$ cat src/rtl/pvec_pkg.sv
package pvec_pkg;
  function automatic logic [15:0] vec_addr(input logic [15:0] base,
                                           input logic [15:0] step,
                                           input int unsigned idx);
    return base + 16'(step * 16'(idx));
  endfunction
endpackage

$ cat src/rtl/pvec_pend_bit.sv
module pvec_pend_bit (
  input  logic clk_i,
  input  logic rst_ni,
  input  logic req_i,
  input  logic clr_i,
  output logic pend_o
);
  logic req_q;
  logic rise;

  assign rise = req_i & ~req_q;

  always_ff @(posedge clk_i or negedge rst_ni) begin
    if (!rst_ni) begin
      req_q  <= 1'b0;
      pend_o <= 1'b0;
    end else begin
      req_q <= req_i;
      // a fresh edge wins over a clear in the same cycle
      if (rise)       pend_o <= 1'b1;
      else if (clr_i) pend_o <= 1'b0;
    end
  end
endmodule

$ cat src/rtl/pvec_prio.sv
module pvec_prio #(
  parameter int unsigned N     = 11,
  parameter int unsigned IDX_W = $clog2(N)
) (
  input  logic [N-1:0]     vld_i,
  output logic             hit_o,
  output logic [IDX_W-1:0] idx_o
);
  always_comb begin
    hit_o = |vld_i;
    idx_o = '0;
    for (int i = int'(N) - 1; i >= 0; i--) begin
      if (vld_i[i]) idx_o = IDX_W'(i);
    end
  end
endmodule

$ cat src/rtl/pvec_hold.sv
module pvec_hold
  import pvec_pkg::*;
#(
  parameter int unsigned N        = 11,
  parameter int unsigned IDX_W    = $clog2(N),
  parameter int unsigned VEC_W    = 16,
  parameter logic [15:0] VEC_BASE = 16'h0030,
  parameter logic [15:0] VEC_STEP = 16'h0004
) (
  input  logic             clk_i,
  input  logic             rst_ni,
  input  logic             hit_i,
  input  logic [IDX_W-1:0] idx_i,
  input  logic             rd_i,
  output logic             irq_o,
  output logic [VEC_W-1:0] vec_o,
  output logic [N-1:0]     clr_o
);
  logic [IDX_W-1:0] held_q;
  logic             take;

  assign take = irq_o & rd_i;

  always_comb begin
    clr_o = '0;
    if (take) clr_o[held_q] = 1'b1;
  end

  always_ff @(posedge clk_i or negedge rst_ni) begin
    if (!rst_ni) begin
      irq_o  <= 1'b0;
      vec_o  <= '0;
      held_q <= '0;
    end else if (irq_o) begin
      if (rd_i) irq_o <= 1'b0;
    end else if (hit_i) begin
      irq_o  <= 1'b1;
      held_q <= idx_i;
      vec_o  <= VEC_W'(vec_addr(VEC_BASE, VEC_STEP, int'(idx_i)));
    end
  end
endmodule

$ cat src/rtl/pvec_arbiter.sv
module pvec_arbiter #(
  parameter int unsigned N_SRC    = 11,
  parameter int unsigned VEC_W    = 16,
  parameter logic [15:0] VEC_BASE = 16'h0030,
  parameter logic [15:0] VEC_STEP = 16'h0004
) (
  input  logic             clk_i,
  input  logic             rst_ni,
  input  logic [N_SRC-1:0] req_i,
  input  logic [N_SRC-1:0] en_i,
  input  logic             vec_rd_i,
  output logic [VEC_W-1:0] vec_o,
  output logic             irq_o
);
  localparam int unsigned IDX_W = $clog2(N_SRC);

  logic [N_SRC-1:0] pend;
  logic [N_SRC-1:0] clr;
  logic             hit;
  logic [IDX_W-1:0] idx;

  for (genvar g = 0; g < N_SRC; g++) begin : g_src
    pvec_pend_bit i_pend (
      .clk_i  (clk_i),
      .rst_ni (rst_ni),
      .req_i  (req_i[g]),
      .clr_i  (clr[g]),
      .pend_o (pend[g])
    );
  end

  pvec_prio #(.N(N_SRC), .IDX_W(IDX_W)) i_prio (
    .vld_i (pend & en_i),
    .hit_o (hit),
    .idx_o (idx)
  );

  pvec_hold #(
    .N(N_SRC), .IDX_W(IDX_W), .VEC_W(VEC_W),
    .VEC_BASE(VEC_BASE), .VEC_STEP(VEC_STEP)
  ) i_hold (
    .clk_i  (clk_i),
    .rst_ni (rst_ni),
    .hit_i  (hit),
    .idx_i  (idx),
    .rd_i   (vec_rd_i),
    .irq_o  (irq_o),
    .vec_o  (vec_o),
    .clr_o  (clr)
  );
endmodule

$ cat config.mk
export PLATFORM = sky130hd
export DESIGN_NAME = pvec_arbiter
export DESIGN_NICKNAME = d
export VERILOG_FILES = /design/src/rtl/pvec_pkg.sv /design/src/rtl/pvec_pend_bit.sv /design/src/rtl/pvec_prio.sv /design/src/rtl/pvec_hold.sv /design/src/rtl/pvec_arbiter.sv
export SDC_FILE = /design/constraint.sdc
export NUM_CORES = 1
export LEC_CHECK = 0
export ABC_AREA = 1
export BUFFER_PORTS_ARGS = -buffer_cell sky130_fd_sc_hd__buf_2
export CAP_MARGIN = 20
export CORE_MARGIN = 2
export CORE_UTILIZATION = 40
export DETAILED_ROUTE_END_ITERATION = 8
export HOLD_SLACK_MARGIN = 0.05
export PLACE_DENSITY_LB_ADDON = 0.2
export SLEW_MARGIN = 20
export SYNTH_ARGS = -nofsm -noshare
export SYNTH_HDL_FRONTEND = slang
export SYNTH_SLANG_ARGS = --single-unit
export TNS_END_PERCENT = 5
$ cat constraint.sdc
create_clock -name clk_i -period 1.8 [get_ports clk_i]
set_input_delay 0.36 -clock clk_i [delete_from_list [all_inputs] [get_ports clk_i]]
set_output_delay 0.36 -clock clk_i [all_outputs]
set_load 0.05 [all_outputs]
* Word-level counts from Yosys, hierarchy flattened
Cells that the tools add are included.
Cells by class: $add $sub $neg 1, multiply operators 0, div/mod/pow operators 0, $lt $le $gt $ge 2, equality and inequality tests 0, shift operators 0, muxes and demuxes 39, bitwise operators 25, reduce and logical (&&, ||, !) cells 14
Operator list (number):
- $mux 4 | 11
- $mux 1 | 26
- $reduce_bool 2->1 | 11
- $and 1x1->1 | 12
- $not 1->1 | 12
- $and 11x11->11 | 1
- $mux 11 | 1
- $reduce_or 11->1 | 1
- $add 6x6->7 const A | 1
- $lt 4x5->1 const B | 1
- $demux 1 s4 | 1
- $ge 4x1->1 const B | 1
- $reduce_and 2->1 | 1
- $logic_and 1x1->1 | 1
Word-level totals: register bits 43, latch bits 0, bits in writable memories 0, bits in read-only memories 0, input bits 25, output and inout bits 17, word-level logic and storage cells 106, memories 0

* Longest topological paths before layout
depth after elaboration 13, depth in mapped cells 12, mapped depth without buffers 12

* Cells and area by module
Synthesis repeated with hierarchy kept, for this count alone.
Second synthesis, totals: cell total of the unflattened synthesis 210, area total of the unflattened synthesis 1522.7 µm²
Modules (own cells, without submodules):
- pvec_pend_bit | instances 11, cells each 7, area each 68.8 µm², seq. area each 50.0 µm²
- pvec_hold | instances 1, cells each 80, area each 534.3 µm², seq. area each 200.2 µm²
- pvec_prio | instances 1, cells each 31, area each 148.9 µm², seq. area each 0.0 µm²
- pvec_arbiter | instances 1, cells each 22, area each 82.6 µm², seq. area each 0.0 µm²

* Least setup slack after synthesis
No wires, ideal clock.
kind register to register, from register g_src[0].i_pend.pend_o, to register i_hold.vec_o[5], library setup time 74 ps, data arrival time 1280 ps, data required time 1726 ps, path slack 446 ps, cell stages (with the launch flop) 7, buffers on the path 0, clock period less this slack 1354 ps, cells stage by stage dfrtp_1 -> nand2_2 -> inv_2 -> nor3_4 -> o21ai_0 -> ha_1 -> o21ai_2
On the way: cells in the longest elaborated chain, start to end 3, elaborated cells on any way between the ends 5, classes of those cells 1 x add/sub; 1 x mux; 1 x bitwise; 2 x reduce/logical
RTL lines:
- start, declared | line pvec_pend_bit.sv:6 | output logic pend_o
- start signal, assigned | line pvec_pend_bit.sv:16 | pend_o <= 1'b0;
- start signal, assigned | line pvec_pend_bit.sv:20 | if (rise) pend_o <= 1'b1;
- start signal, assigned | line pvec_pend_bit.sv:21 | else if (clr_i) pend_o <= 1'b0;
- $and 11x11->11 (*) | line pvec_arbiter.sv:33 | .vld_i (pend & en_i),
- $mux 4 / $reduce_or 11->1 (equally long branches) | line pvec_prio.sv:13, pvec_prio.sv:10
- $add 6x6->7 / $reduce_and 2->1 (equally long branches)
- end signal, assigned | line pvec_hold.sv:39 | vec_o <= VEC_W'(vec_addr(VEC_BASE, VEC_STEP, int'(idx_i)));
- end, declared | line pvec_hold.sv:16 | output logic [VEC_W-1:0] vec_o,
Mark *: on every way between the ends. The rest lies on a longest branch, timed or not. A chain may end at the register's enable or synchronous reset.

* Worst setup path after layout
Ends and elaborated chain as after synthesis.

==> results.sh <==
export IMPL_clk_pin_slew_ps=90
export IMPL_drc=0
export IMPL_htreeDepth=2
export IMPL_pwr_share_comb_pct=38.8
export IMPL_status="finished clean"
export IMPL_synth_area_per_cell_sq_um=9.384
export IMPL_io_pins=42
export IMPL_crit_type="flip-flop to flip-flop"
export IMPL_yosys_area_top_type="dfrtp_1"
export IMPL_max_freq_mhz=683.5
export IMPL_drtAntennaViolNets=0
export IMPL_tns_ps=0
export IMPL_initial_core_util_pct=41.62
export IMPL_cp_arrival_ps=1710
export IMPL_path_cells="nand2_2 -> inv_2 -> nor3_4 -> o21ai_0 -> ha_1 -> o21ai_2"
export IMPL_ys_warn_count=0
export IMPL_min_path_type="input pin to async pin"
export IMPL_root_buffer="clkbuf_4"
export IMPL_period_share_pct=81.29
export IMPL_final_min_clock_period_ps=1463
export IMPL_cp_num_buf_inv=1
export IMPL_power_leakage_nw=0.8017
export IMPL_ctsResizeCount=0
export IMPL_hold_viol_final=0
export IMPL_cp_top_family="flip-flops"
export IMPL_p_total_mw=2.052
export IMPL_ys_types=21
export IMPL_worst_pin_slew_ps=658.9
export IMPL_cp_end_kind="flip-flop"
export IMPL_critPathMaxFanout=3
export IMPL_p_per_area_nw_per_um2=1312
export IMPL_ir_drop_v=0.0004776
export IMPL_grt_usage_pct=14.70
export IMPL_grt_max_degree=31
export IMPL_fin_nets=207
export IMPL_met3_length_um=161
export IMPL_antenna_found_initial=0
export IMPL_wl_per_cell_um=10.89
export IMPL_p_clk_share_pct=17.4
export IMPL_clkSinkCount=30
export IMPL_post_dp_hpwl_um=1912
export IMPL_p_sw_mw=0.9081
export IMPL_top_layer="met4"
export IMPL_synth_area_sq_um=1389
export IMPL_design_die_area_sq_um=3960
export IMPL_synthTopCellsByArea="dfrtp_1 (54%), o21ai_0 (9.0%), nand2_1 (8.4%)"
export IMPL_antenna_cells=0
export IMPL_grt_pass1_wl_um=4450
export IMPL_area_growth_pct=12.61
export IMPL_synth_top_area_share_pct=54.05
export IMPL_p_sw_share_pct=44.26
export IMPL_skew_ps=4.150
export IMPL_drive_above_1_share_pct=32.04
export IMPL_slew_violations=0
export IMPL_drt_first_pass_iters=4
export IMPL_routed_via_density=4.441
export IMPL_start_kind="flip-flop"
export IMPL_power_frac_seq_pct=43.9
export IMPL_ys_ff_latch=30
export IMPL_cp_required_ps=2050
export IMPL_met1_length_um=1102
export IMPL_placementRows=21
export IMPL_critical_path_max_stage_delay_ps=400
export IMPL_power_internal_mw=1.144
export IMPL_dr_first_iter_drc_count=41
export IMPL_setup_viol=0
export IMPL_cp_slowest_cell="dfrtp_1"
export IMPL_postCtsSetupBuffers=0
export IMPL_die_width_um=62.93
export IMPL_drv_cap=0
export IMPL_grt_remaining_overflow=0
export IMPL_finalWirelength_um=2473
export IMPL_gp_congestion=0.7881
export IMPL_timing_slew_headroom_pct=56.07
export IMPL_cts_tree="built"
export IMPL_vias=1008
export IMPL_grt_setup_unrepaired="no"
export IMPL_core_area_sq_um=3337
export IMPL_fillers=361
export IMPL_clockBufferDepth=2
export IMPL_ys_seq_area_share_pct=54.05
export IMPL_cts_buffers=5
export IMPL_die_height_um=62.93
export IMPL_port_buffers=30
export IMPL_dr_wl_met2_um=1171
export IMPL_synth_cells=148
export IMPL_postCtsHoldBufs=0
export IMPL_grt_pass1_vias=1020
export IMPL_clk_insertion_delay_late_ps=320
-- power by group through the flow --
stage	combinational [mW]	clock, mW	sequential (mW)
finish	0.795	0.357	0.900
global route	0.882	0.420	0.920
CTS	0.809	0.372	0.901
detailed placement	0.805	0	0.913
global placement	0.801	0	0.903
floorplan	0.556	0	1.05
-- cells by family (layout without fill, tap and decap cells) --
kind of cell | Yosys count | count (layout) | synth area share [%]
and+or+nand+nor | 50 | 50 | 17.84
buffers and inverters | 34 | 57 | 13.87
AOI/OAI and AO/OA | 32 | 32 | 13.06
DFF | 30 | 30 | 54.05
adders and majority gates | 1 | 1 | 0.9008
other | 1 | 11 | 0.2700
-- final timing paths --
path | slack, ps | from | depth (start not counted) | end
max reg2reg | 340 | g_src[0].i_pend.pend_o | 6 | i_hold.vec_o[5]
max | 340 | g_src[0].i_pend.pend_o | 6 | i_hold.vec_o[5]
min | 60 | rst_ni | 1 | g_src[10].i_pend.req_q
min in group clk_i | 150 | req_i[7] | 1 | g_src[7].i_pend.req_q
max in group asynchronous | 1300 | rst_ni | 1 | i_hold.vec_o[5]
min reg2reg | 420 | g_src[7].i_pend.req_q | 1 | g_src[7].i_pend.pend_o
-- layout make-up --
cell class,count,area (sq um),area share [%]
Sequential cell,30,750.7,48.00
Multi-Input combinational cell,94,483.0,30.88
Clock buffer,5,37.54,2.400
Tap cell,46,57.56,3.680
Clock inverter,2,10.01,0.6400
Inverter,20,75.07,4.800
Timing Repair Buffer,30,150.1,9.600
-- flip-flops by register name, indices dropped and copies added (netlist names) --
name and cells:
g_src.i_pend.pend_o 11, g_src.i_pend.req_q 11, i_hold.irq_o 1, i_hold.held_q 4
i_hold.vec_o 3
-- per-layer routing --
layer  up-vias  GRT usage (%)
li1        504              -
met2        32          23.27
met1       467          18.17
met3         5          4.865
met4         0          6.667
met5         -              0
-- through the flow --
| stage | hold WS (ps) | setup slack (ps) | utilization [%] | instances | instance area, sq um |
|---|---|---|---|---|---|
| 2_1_floorplan | 64.41 | 445.7 | - | 158 | 1426 |
| 3_3_place_gp | 401.6 | 285.9 | 45.44 | 220 | 1516 |
| 3_5_place_dp | 414.8 | 247.9 | 45.44 | 220 | 1516 |
| 4_1_cts | 81.87 | 314.7 | 46.87 | 227 | 1564 |
| 5_1_grt | 88.72 | 164.5 | 46.87 | 227 | 1564 |
| 6_report | 59.83 | 336.8 | 46.87 | 227 | 1564 |
-- synth_stat cells --
cell type   n
nand2_1    31
dfrtp_1    30
o21ai_0    25
inv_1      18
buf_4      13
nand2_2    10
o21ai_2     4
nor2_1      3
inv_2       2
a21oi_1     1
a21oi_2     1
buf_12      1
conb_1      1
ha_1        1
nand2_4     1
nand3_2     1
nand3b_1    1
nand4_1     1
nor2_2      1
nor3_4      1
o21bai_1    1
-- layout by cell type, fill, tap and decap left out --
cell type,n
o21ai_0,25
nand3b_1,1
nand4_1,1
nand2_1,31
nor2_1,3
buf_2,30
nor3_4,1
ha_1,1
nand2_2,10
o21bai_1,1
a21oi_1,1
nand3_2,1
clkinv_2,2
conb_1,11
inv_2,2
o21ai_2,4
inv_1,18
dfrtp_1,30
nand2_4,1
clkbuf_4,5
a21oi_2,1
nor2_2,1
Power figures use the tool's default switching activity.
